File: src/rtl/rtc_alarm_match.sv
module rtc_alarm_match #(
  parameter int NF          = 7,
  parameter int BW          = 8,
  parameter int AW          = 4,
  parameter int XFER_CYCLES = 4,
  parameter bit AUTO_CLEAR  = 1'b1
) (
  input  logic               clk,
  input  logic               rst_n,
  input  logic               we,
  input  logic [AW-1:0]      addr,
  input  logic [BW-1:0]      wdata,
  output logic [BW-1:0]      rdata,
  input  logic               tick,
  input  logic [NF*BW-1:0]   now,
  output logic               irq
);
  localparam int VW = BW - 1;
  localparam int CW = $clog2(XFER_CYCLES + 1);
  localparam logic [AW-1:0] CTL_A = AW'(NF);
  localparam logic [AW-1:0] STS_A = AW'(NF + 1);

  logic [NF-1:0][BW-1:0] shd, act;
  logic [NF-1:0]         fld_ok, en;
  logic [CW-1:0]         cnt;
  logic                  upd, pend;

  wire ctl_wr = we && addr == CTL_A;
  wire sts_wr = we && addr == STS_A;
  wire start  = ctl_wr && wdata[0] && !upd;
  wire fire   = cnt == CW'(1);

  genvar g;
  generate
    for (g = 0; g < NF; g++) begin : g_fld
      always_ff @(posedge clk or negedge rst_n)
        if (!rst_n) shd[g] <= '0;
        else if (we && addr == AW'(g)) shd[g] <= wdata;

      assign en[g]     = act[g][VW];
      assign fld_ok[g] = !en[g] || act[g][VW-1:0] == now[g*BW +: VW];
    end
  endgenerate

  wire armed = |en;
  wire hit   = armed && &fld_ok;

  always_ff @(posedge clk or negedge rst_n)
    if (!rst_n) begin
      cnt <= '0;
      upd <= 1'b0;
      act <= '0;
    end else begin
      if (start) cnt <= CW'(XFER_CYCLES);
      else if (cnt != '0) cnt <= cnt - CW'(1);
      if (fire) act <= shd;
      if (start) upd <= 1'b1;
      else if (AUTO_CLEAR) begin
        if (fire) upd <= 1'b0;
      end else if (ctl_wr && !wdata[0]) upd <= 1'b0;
    end

  always_ff @(posedge clk or negedge rst_n)
    if (!rst_n) pend <= 1'b0;
    else if (tick && hit) pend <= 1'b1;
    else if (sts_wr && wdata[0]) pend <= 1'b0;

  assign irq = pend;

  always_comb begin
    rdata = '0;
    if (addr < AW'(NF)) rdata = shd[addr[$clog2(NF)-1:0]];
    else if (addr == CTL_A) rdata[0] = upd;
    else if (addr == STS_A) rdata[0] = pend;
  end

  p_match_sets_r6: assert property (@(posedge clk) disable iff (!rst_n)
    tick && hit |=> pend);
  p_tick_only_r7: assert property (@(posedge clk) disable iff (!rst_n)
    !tick && !pend |=> !pend);
  p_unarmed_r3: assert property (@(posedge clk) disable iff (!rst_n)
    !armed && !pend |=> !pend);
  p_active_hold_r4: assert property (@(posedge clk) disable iff (!rst_n)
    !fire |=> $stable(act));
  p_autoclear_r5: assert property (@(posedge clk) disable iff (!rst_n)
    AUTO_CLEAR && fire && !start |=> !upd);
  p_sticky_r5: assert property (@(posedge clk) disable iff (!rst_n)
    !AUTO_CLEAR && upd && !ctl_wr |=> upd);
  p_w1c_r8: assert property (@(posedge clk) disable iff (!rst_n)
    sts_wr && wdata[0] && !(tick && hit) |=> !pend);
endmodule

File: config.mk
export PLATFORM = sky130hd
export DESIGN_NAME = rtc_alarm_match
export DESIGN_NICKNAME = d
export VERILOG_FILES = /design/src/rtl/rtc_alarm_match.sv
export SDC_FILE = /design/constraint.sdc
export NUM_CORES = 1
export LEC_CHECK = 0
export BUFFER_PORTS_ARGS = -buffer_cell sky130_fd_sc_hd__buf_2
export CORE_MARGIN = 2
export CORE_UTILIZATION = 50
export DETAILED_ROUTE_END_ITERATION = 12
export PLACE_DENSITY_LB_ADDON = 0.15
export SLEW_MARGIN = 15
export SYNTH_ARGS = -nofsm -noshare
export SYNTH_HDL_FRONTEND = slang
export SYNTH_SLANG_ARGS = --single-unit
File: constraint.sdc
create_clock -name clk -period 2.4 [get_ports clk]
set_clock_uncertainty 0.15 [all_clocks]
set_input_delay 0 -clock clk [delete_from_list [all_inputs] [get_ports clk]]
set_output_delay 0 -clock clk [all_outputs]
set_load 0.01 [all_outputs]
### After elaboration in Yosys (flattened, before gate mapping)

Cells that the tools add are included.

| word-level totals | value |
|---|---|
| register bits | 117 |
| memories kept | 0 |
| memory bits (read-only) | 0 |
| latch bits | 0 |
| RAM bits | 0 |
| word-level logic and storage cells | 84 |

| cells by class | value |
|---|---|
| bitwise logic cells | 0 |
| equality and inequality tests | 16 |
| multipliers | 0 |
| add/subtract/negate cells | 1 |
| reductions and logical operators | 36 |
| magnitude comparators | 2 |
| multiplexer cells | 12 |
| div/mod/pow operators | 0 |
| shift operators | 0 |

Operators by type and width:

| operator | count |
|---|---|
| equality test 7 bit | 7 |
| binary-select mux 8 bit (select 3 bit) | 1 |
| equality test 4 x 3 -> 1 bit, second input constant | 4 |
| logical AND 1 bit | 14 |
| equality test 4 x 2 -> 1 bit, second input constant | 2 |
| zero test 1 bit | 8 |
| two-way mux 8 bit | 1 |
| logical OR 1 bit | 7 |
| two-way mux 1 bit | 7 |
| two-way mux 7 bit | 1 |
| AND reduction 7 bit | 1 |
| OR reduction 7 bit | 1 |
| two-way mux 3 bit | 2 |
| nonzero test 2 bit | 3 |
| equality test 4 x 1 -> 1 bit, second input constant | 1 |
| equality test 4 bit, second input constant | 1 |
| zero test 4 bit | 1 |
| < comparator 3 x 4 -> 1 bit, second input constant | 1 |
| < comparator 4 x 3 -> 1 bit, second input constant | 1 |
| equality test 3 x 1 -> 1 bit, second input constant | 1 |
| nonzero test 3 bit | 1 |
| subtractor 3 x 1 -> 3 bit, second input constant | 1 |

### Depth between registers and ports, before layout

Gate-level depths: netlist (run 1).

| depth | value |
|---|---|
| depth in word-level cells | 6 |
| depth in mapped cells | 6 |

### Least setup slack after synthesis (run 1)

OpenSTA, ideal clock, no wires.

| path | value |
|---|---|
| kind | register to register |
| start | reg cnt[0] |
| end | reg act[1] (netlist bit) |
| cell stages (with the launch flop) | 6 |
| data required time | 2,125 ps |
| data arrival time | 1,417 ps |
| slack | 708 ps |
| buffers on the path | 2 |
| path through | dfrtp_1 -> ha_1 -> nand2b_1 -> buf_2 -> buf_2 -> mux2_2 |

| between the ends | value |
|---|---|
| word-level cells in the longest chain between the ends | 1 |

RTL lines:

| element | RTL line | RTL |
|---|---|---|
| start, declared | 25 | `logic [CW-1:0] cnt;` |
| start signal, assigned | 54 | `if (start) cnt <= CW'(XFER_CYCLES);` |
| start signal, assigned | 55 | `else if (cnt != '0) cnt <= cnt - CW'(1);` |
| equality test 3 x 1 -> 1 bit | 31 | `wire fire = cnt == CW'(1);` |
| end signal, assigned | 52 | `act <= '0;` |
| end signal, assigned | 56 | `if (fire) act <= shd;` |
| end, declared | 23 | `logic [NF-1:0][BW-1:0] shd, act;` |

No other way between the ends.
A chain may end at the register's enable or synchronous reset.

### Worst setup path after layout (run 1)

| path | value |
|---|---|
| start | reg act[51] (netlist bit) |
| end | reg pend, in the netlist irq |

| between the ends | value |
|---|---|
| word-level cells in the longest chain between the ends | 6 |

RTL lines:

| element | RTL line | RTL |
|---|---|---|
| equality test 7 bit (*) | 41 | `assign fld_ok[g] = !en[g] \|\| act[g][VW-1:0] == now[g*BW +: VW];` |
| logical OR 1 bit (*) | 41 |  |
| AND reduction 7 bit (*) | 46 | `wire hit = armed && &fld_ok;` |
| logical AND 1 bit (*) | 46 |  |
| logical AND 1 bit (*) | 65 | `else if (tick && hit) pend <= 1'b1;` |
| two-way mux 1 bit or nonzero test 2 bit (tied branches) | - |  |
| end signal, assigned | 64 | `if (!rst_n) pend <= 1'b0;` |
| end signal, assigned | 65 |  |
| end signal, assigned | 66 | `else if (sts_wr && wdata[0]) pend <= 1'b0;` |
| end, declared | 26 | `logic upd, pend;` |

Every way passes the cells marked *; elsewhere a longest branch is shown, timed or not.

==> impl_metrics.yaml, run 1 <==
worst_setup_path:
  startpoint_type: "flip-flop"
  r2r_start: "act[51]"
  crit_arrival_ps: 2560
  worst_setup_path_end_kind: "flip-flop"
  r2r-end: "irq"
  max_stage_delay_ps: 570
  timing.critical_path.to: "irq"
  cp_top_family: "compound AO/OA/AOI/OAI gates"
  crit_path_start: "act[51]"
  critPathSlowestCell: "dlygate4sd3_1"
  path_common_cell: "nand4_1"
  worstSetupPathType: "reg -> reg"
  cp.depth: 6
  ff2ff_setup_slack_ps: 120
  critPathBufInv: 1
  path_max_fanout: 2
  crit_chain: "xnor2_1 -> nand4_1 -> dlygate4sd3_1 -> o41ai_1 -> nand4_1 -> o21ai_0"
  rr_worst_depth: 6
  cp.required_ps: 2690
clocking:
  clock_latency_ps: 520
  h-tree-depth: 4
  cts_sinks: 117
  cts_buffers: 17
  cts_root_buf: "clkbuf_8"
  tritoncts: "done"
  cts_buffer_depth: 2
  path_clk_slew_ps: 60
  cts-resized-gates: 0
synthesis:
  yosys-mux-area-fraction: 0.280
  syn_avg_cell_area_um2: 14.2
  synth_top_family_by_area: "multiplexers"
  syn_area_um2: 5590
  ys_seq_elements: 117
  synth_cells: 393
  synth_compound_area_frac: 0.0361
  synth_adder_area_share: 0.00672
  ys_types: 37
  synth-simple-area-share: 0.0544
  synth_seq_area_share: 0.524
  yosys_warnings: 0
  syn_nets: 468
  synth_xor_xnor_area_share: 0.0784
place:
  dp_cells: 597
  gp_congestion: 0.841
  port_buffers: 73
  dp_hpwl_mm: 8.77
  placed_area_um2: 6100
timing:
  min_period_ps: 2280
  fmax_mhz: 439
  final.period_utilization: 0.950
  slew_viol_final: 0
  rsz0062_at_grt: "no"
  hold_violations: 0
  worstMarginPinSlew_ps: 642
  setup_tns_ps: 0
  relSlewSlack: 0.572
  setup_viol: 0
grt:
  grt_usage: 0.232
  grt_max_degree: 59
  antenna_found_initial: 0
  grt_pass1_vias: 3751
  grt_pass1_wl_mm: 20.1
  grt_overflow: 0
die:
  die_x_um: 110
  initial_core_util: 0.513
  die_h_um: 110
  io_pins: 81
  die_area_um2: 12000
  core_um2: 10900
  rows: 38
pwr:
  power_per_cell_area_nw_per_um2: 1170
  power.leakage_uw: 0.00320
  peakVddDrop_mv: 0.470
flow_run:
  drv_cap: 0
cells_and_area:
  postLayoutCellArea_um2: 7060
  most-common-layout-cells: "dfrtp_1 (117), mux2_2 (104), buf_2 (72)"
  insertedDiodeCount: 0
  syn_to_final_growth_pct: 26.4
  layout_commonest_cell: "dfrtp_1"
  stdcell_count: 658
  finalNetCount: 581
  drive_gt1_frac: 0.459
min_path:
  worstHoldPathCells: 5
  hold_class: "in -> reg"
route:
  ant_nets: 0
  wl_mm: 13.0
  drc: 0
  first_iter_violations: 160
  drtPass1Iterations: 4
  avgRoutedWirePerCell_um: 19.7
  vias: 3596
  vias_per_cell: 5.47
run_status:
  status: "completed"
-- cell type report --
type                    count  area, µm²
flip-flops and latches    117       2930
multi-input cells         258       2550
inverters                   2       7.51
clock buffers              22        463
well taps                 140        175
fillers                   821       3820
repair buffers            110        746
clock inverters             9        198
-- stage by stage --
| stage | setup slack, ps | power (µW) | hold WS [ps] | util |
|---|---|---|---|---|
| 3_3_place_gp | 655 | 5260 | -277 | 0.561 |
| 4_1_cts | 74.3 | 8300 | 21.1 | 0.649 |
| 2_1_floorplan | 708 | 4730 | -446 | - |
| 6_report | 120 | 8240 | 29.7 | 0.649 |
| 3_5_place_dp | 631 | 5370 | -279 | 0.561 |
| 5_1_grt | 0.229 | 8660 | 59.2 | 0.649 |
-- sequential cells by signal, summed over array words and instances, names as in the netlist --
| signal | flops |
|---|---|
| act | 56 |
| cnt | 3 |
| irq | 1 |
| shd | 56 |
| upd | 1 |
-- kinds of logic after synthesis --
logic type      after synthesis
fa+ha+maj                     3
compound gates               29
flops                       117
xor+xnor                     50
simple gates                 48
mux                         128
buf+inv                      18
-- worst reg2reg max path: cells and delay by family (launching register included) --
family | cells | cell delay, ps
buf+inv | 1 | 570
flops | 1 | 390
simple gates | 2 | 270
compound gates | 2 | 670
xor+xnor | 1 | 160
-- synthesized netlist by cell type, drive strengths merged --
cell	instances	area, µm²
a211o	1	8.76
a211oi	8	60.1
a21boi	1	7.51
a21o	1	7.51
a21oi	7	35.0
a31oi	1	6.26
buf	14	100
clkbuf	2	7.51
dfrtp	117	2930
ha	3	37.5
inv	2	7.51
mux2	112	1290
mux2i	7	70.1
mux4	9	203
nand2	3	16.3
nand2b	3	18.8
nand3	1	5.00
nand3b	3	38.8
nand4	9	56.3
nor2	18	67.6
nor2b	4	25.0
nor3	1	5.00
nor3b	3	50.1
nor4	1	6.26
nor4b	1	8.76
o21ai	3	15.0
o41ai	7	61.3
or3	1	6.26
xnor2	29	254
xor2	21	184
-- per-layer routing --
| layer | global-route usage | vias up | routed length (µm) |
|---|---|---|---|
| li1 | - | 1655 | - |
| met3 | 0.0587 | 16 | 734 |
| met5 | 0 | - | 0 |
| met1 | 0.327 | 1825 | 5970 |
| met4 | 0.0787 | 0 | 207 |
| met2 | 0.352 | 100 | 6050 |
-- where the power goes --
group / switching, µW / internal [µW]
combinational: 841 / 1320
sequential: 549 / 2700
clock: 863 / 1970
-- worst min-delay path by stage --
stage              to  slack (ps)  startpoint
3_5_place_dp   act[2]        -280       rst_n
5_1_grt        cnt[0]          60     addr[0]
2_1_floorplan  act[0]        -450       rst_n
6_report       cnt[0]          30     addr[0]
4_1_cts        cnt[0]          20     addr[0]
3_3_place_gp   act[6]        -280       rst_n
-- timing repair --
item,CTS,global route
endpoints found under the hold margin,176,0
setup buffers,0,0
hold buffers,30,0
Power figures use the tool's default switching activity.
==> run 2, diff against run 1 <==
--- a/config.mk
+++ b/config.mk
@@ -5,6 +5,7 @@
 export SDC_FILE = /design/constraint.sdc
 export NUM_CORES = 1
 export LEC_CHECK = 0
+export ABC_AREA = 1
 export BUFFER_PORTS_ARGS = -buffer_cell sky130_fd_sc_hd__buf_2
 export CORE_MARGIN = 2
 export CORE_UTILIZATION = 50
==> run 2 against run 1 <==
  * Via count up 36%
  * Wire length is 13% higher
  * Design area grew 1.4%
  * Hold slack improved by 13 ps
  * Core utilization shrank 2.9 points
  * Critical endpoint is now rdata[3]
  * Sequential share of layout area decreased by 0.59 points
  * Critical path depth up 3
  * Clock power fell by 12%
==> impl_metrics.yaml, run 2 <==
run_status:
  status: "completed"
pwr:
  power.leakage_uw: 0.00367
  switching_power_uw: 2590
  pwr-share-seq: 0.400
  p_comb_frac: 0.274
  peakVddDrop_mv: 0.653
  switching_share: 0.337
  p_int_uw: 5080
  power_frac_clock: 0.326
  power_per_cell_area_nw_per_um2: 1070
grt:
  grt_pass1_vias: 4901
  grt_usage: 0.246
  antenna_found_initial: 0
  grt_overflow: 0
  grt_pass1_wl_mm: 24.1
  grt_max_degree: 57
timing:
  setup_viol: 0
  fmax_mhz: 547
  setup_tns_ps: 0
  final.period_utilization: 0.761
  rsz0062_at_grt: "no"
  hold_violations: 0
  worstMarginPinSlew_ps: 604
  slew_viol_final: 0
  min_period_ps: 1830
  whs_ps: 43.1
  relSlewSlack: 0.597
  finalWorstSetupSlack_ps: 572
worst_setup_path:
  worst_setup_path_end_kind: "primary output"
  max_stage_delay_ps: 510
  critPathSlowestCell: "dlygate4sd3_1"
  cp_top_family: "buffers and inverters"
  cp.required_ps: 2250
  crit_chain: "dlygate4sd3_1 -> buf_2 -> nor2_2 -> nand2_1 -> inv_2 -> nor2_2 -> inv_1 -> nor3_1 -> buf_2"
  worstSetupPathType: "in -> out"
  critPathBufInv: 5
  crit_arrival_ps: 1680
  r2r_start: "cnt[1]"
  ff2ff_setup_slack_ps: 750
  startpoint_type: "primary input"
  path_max_fanout: 5
  crit_path_start: "addr[3]"
clocking:
  cts_root_buf: "clkbuf_16"
  cts_buffer_depth: 2
  cts_sinks: 117
  h-tree-depth: 4
  tritoncts: "done"
  cts-resized-gates: 0
  cts_buffers: 17
  path_clk_slew_ps: 50
  clock_latency_ps: 410
cells_and_area:
  most-common-layout-cells: "nand2_1 (253), dfrtp_1 (117), inv_1 (104)"
  finalNetCount: 895
  drive_gt1_frac: 0.194
  insertedDiodeCount: 0
  reg_top3: "act (56), shd (56), cnt (3)"
  postLayoutCellArea_um2: 7170
  syn_to_final_growth_pct: 19.7
  layout_commonest_cell: "nand2_1"
die:
  die_h_um: 113
  io_pins: 81
  die_x_um: 113
  rows: 39
  die_area_um2: 12900
  core_um2: 11600
  initial_core_util: 0.518
synthesis:
  synth_area_leaders: "dfrtp_1 (49%), nand2_1 (16%), inv_1 (6.5%)"
  yosys_warnings: 0
  syn_area_um2: 5990
  syn_avg_cell_area_um2: 8.19
  synth_cells: 731
  ys_seq_elements: 117
  ys_async_sr_fraction: 1.00
  syn_nets: 806
  synth_common_cells: "nand2_1 (254), dfrtp_1 (117), inv_1 (104), o21ai_0 (64), o21ai_1 (36)"
  synth.most_common_cell: "nand2_1"
  synth_seq_area_share: 0.489
  ys_types: 40
  synth_ff_type: "dfrtp_1"
  synth.largest_area_cell: "dfrtp_1"
  synth_edf_count: 0
  synth_top_area_frac: 0.489
route:
  wl_mm: 14.6
  vias: 4903
  ant_nets: 0
  first_iter_violations: 255
  drc: 0
  avgRoutedWirePerCell_um: 15.0
  vias_per_cell: 5.02
  drtPass1Iterations: 5
place:
  port_buffers: 73
  placed_area_um2: 6420
  place_ws_ps: 743
  gp_congestion: 0.897
  dp_hpwl_mm: 10.6
min_path:
  hold_start: "addr[1]"
  hold_class: "in -> reg"
flow_run:
  drv_cap: 0
==> run 2: cell types whose count changed after synthesis, moves of 8 or more <==
cell | previous run | this run
mux4_2 | 9 | 0
mux2_2 | 104 | 0
mux2_4 | 8 | 0
nand4_1 | 9 | 0
o21ai_1 | 0 | 36
xnor2_1 | 29 | 20
a211oi_1 | 8 | 0
o21ai_0 | 3 | 64
o21ai_2 | 0 | 17
inv_1 | 2 | 104
xor2_1 | 21 | 7
nand2_1 | 1 | 254
==> run 2: what timing repair did <==
| item | 4_1_cts | 5_1_grt |
|---|---|---|
| hold buffers | 15 | 0 |
| buffers inserted | 0 | 0 |
| endpoints found under the hold margin | 178 | 0 |
==> run 2: worst paths after layout <==
kind | cells past startpoint | to
worst max-delay path | 9 | rdata[3]
worst min-delay path | 4 | shd[0]
worst max register to register | 5 | act[20]
worst min register to register | 2 | shd[27]
max in group asynchronous | 4 | shd[6]
min in group asynchronous | 4 | act[49]
==> run 2: cell families (layout without fill, tap and decap cells) <==
logic type                 count (synthesis)  after routing  synth area share
and+or+nand+nor                          300            300             0.209
AOI/OAI and AO/OA                        151            151             0.158
buffers and inverters                    133            235            0.0980
DFF                                      117            117             0.489
xor gates and xnor gates                  27             27            0.0395
adders and majority gates                  3              3           0.00627
==> run 2: per-layer routing <==
metal  wire, µm  up-vias  global-route usage
li1           -     2469                   -
met4        222        0              0.0642
met5          0        -                   0
met3        875       19              0.0648
met1       6700     2274               0.339
met2       6810      141               0.390
==> run 2: final cells by class <==
class	instances	area (µm²)
fill	1016	4400
sequential	117	2930
multi-input combinational	481	2470
timing repair buffer	92	571
clock buffer	23	488
inverter	111	427
tap	143	179
clock inverter	9	100
==> run 2: through the flow <==
stage	cells	util	power [µW]
finish	976	0.620	7670
global route	976	0.620	8260
CTS	976	0.620	7720
detailed placement	929	0.555	5190
global placement	929	0.555	5060
floorplan	731	-	4570
==> run 2: power groups by stage <==
| stage | clock (µW) | combinational [µW] | sequential [µW] |
|---|---|---|---|
| 2_1_floorplan | 0 | 1590 | 2980 |
| 3_3_place_gp | 0 | 2000 | 3060 |
| 3_5_place_dp | 0 | 2090 | 3100 |
| 4_1_cts | 2520 | 2130 | 3070 |
| 5_1_grt | 2630 | 2480 | 3150 |
| 6_report | 2500 | 2100 | 3070 |
==> run 2: worst register-to-register path, cell delays in order (launching register included) <==
cell     delay [ps]
dfrtp_1         360
inv_1           120
ha_1            180
nand2_2          70
inv_1           450
o21ai_0         170
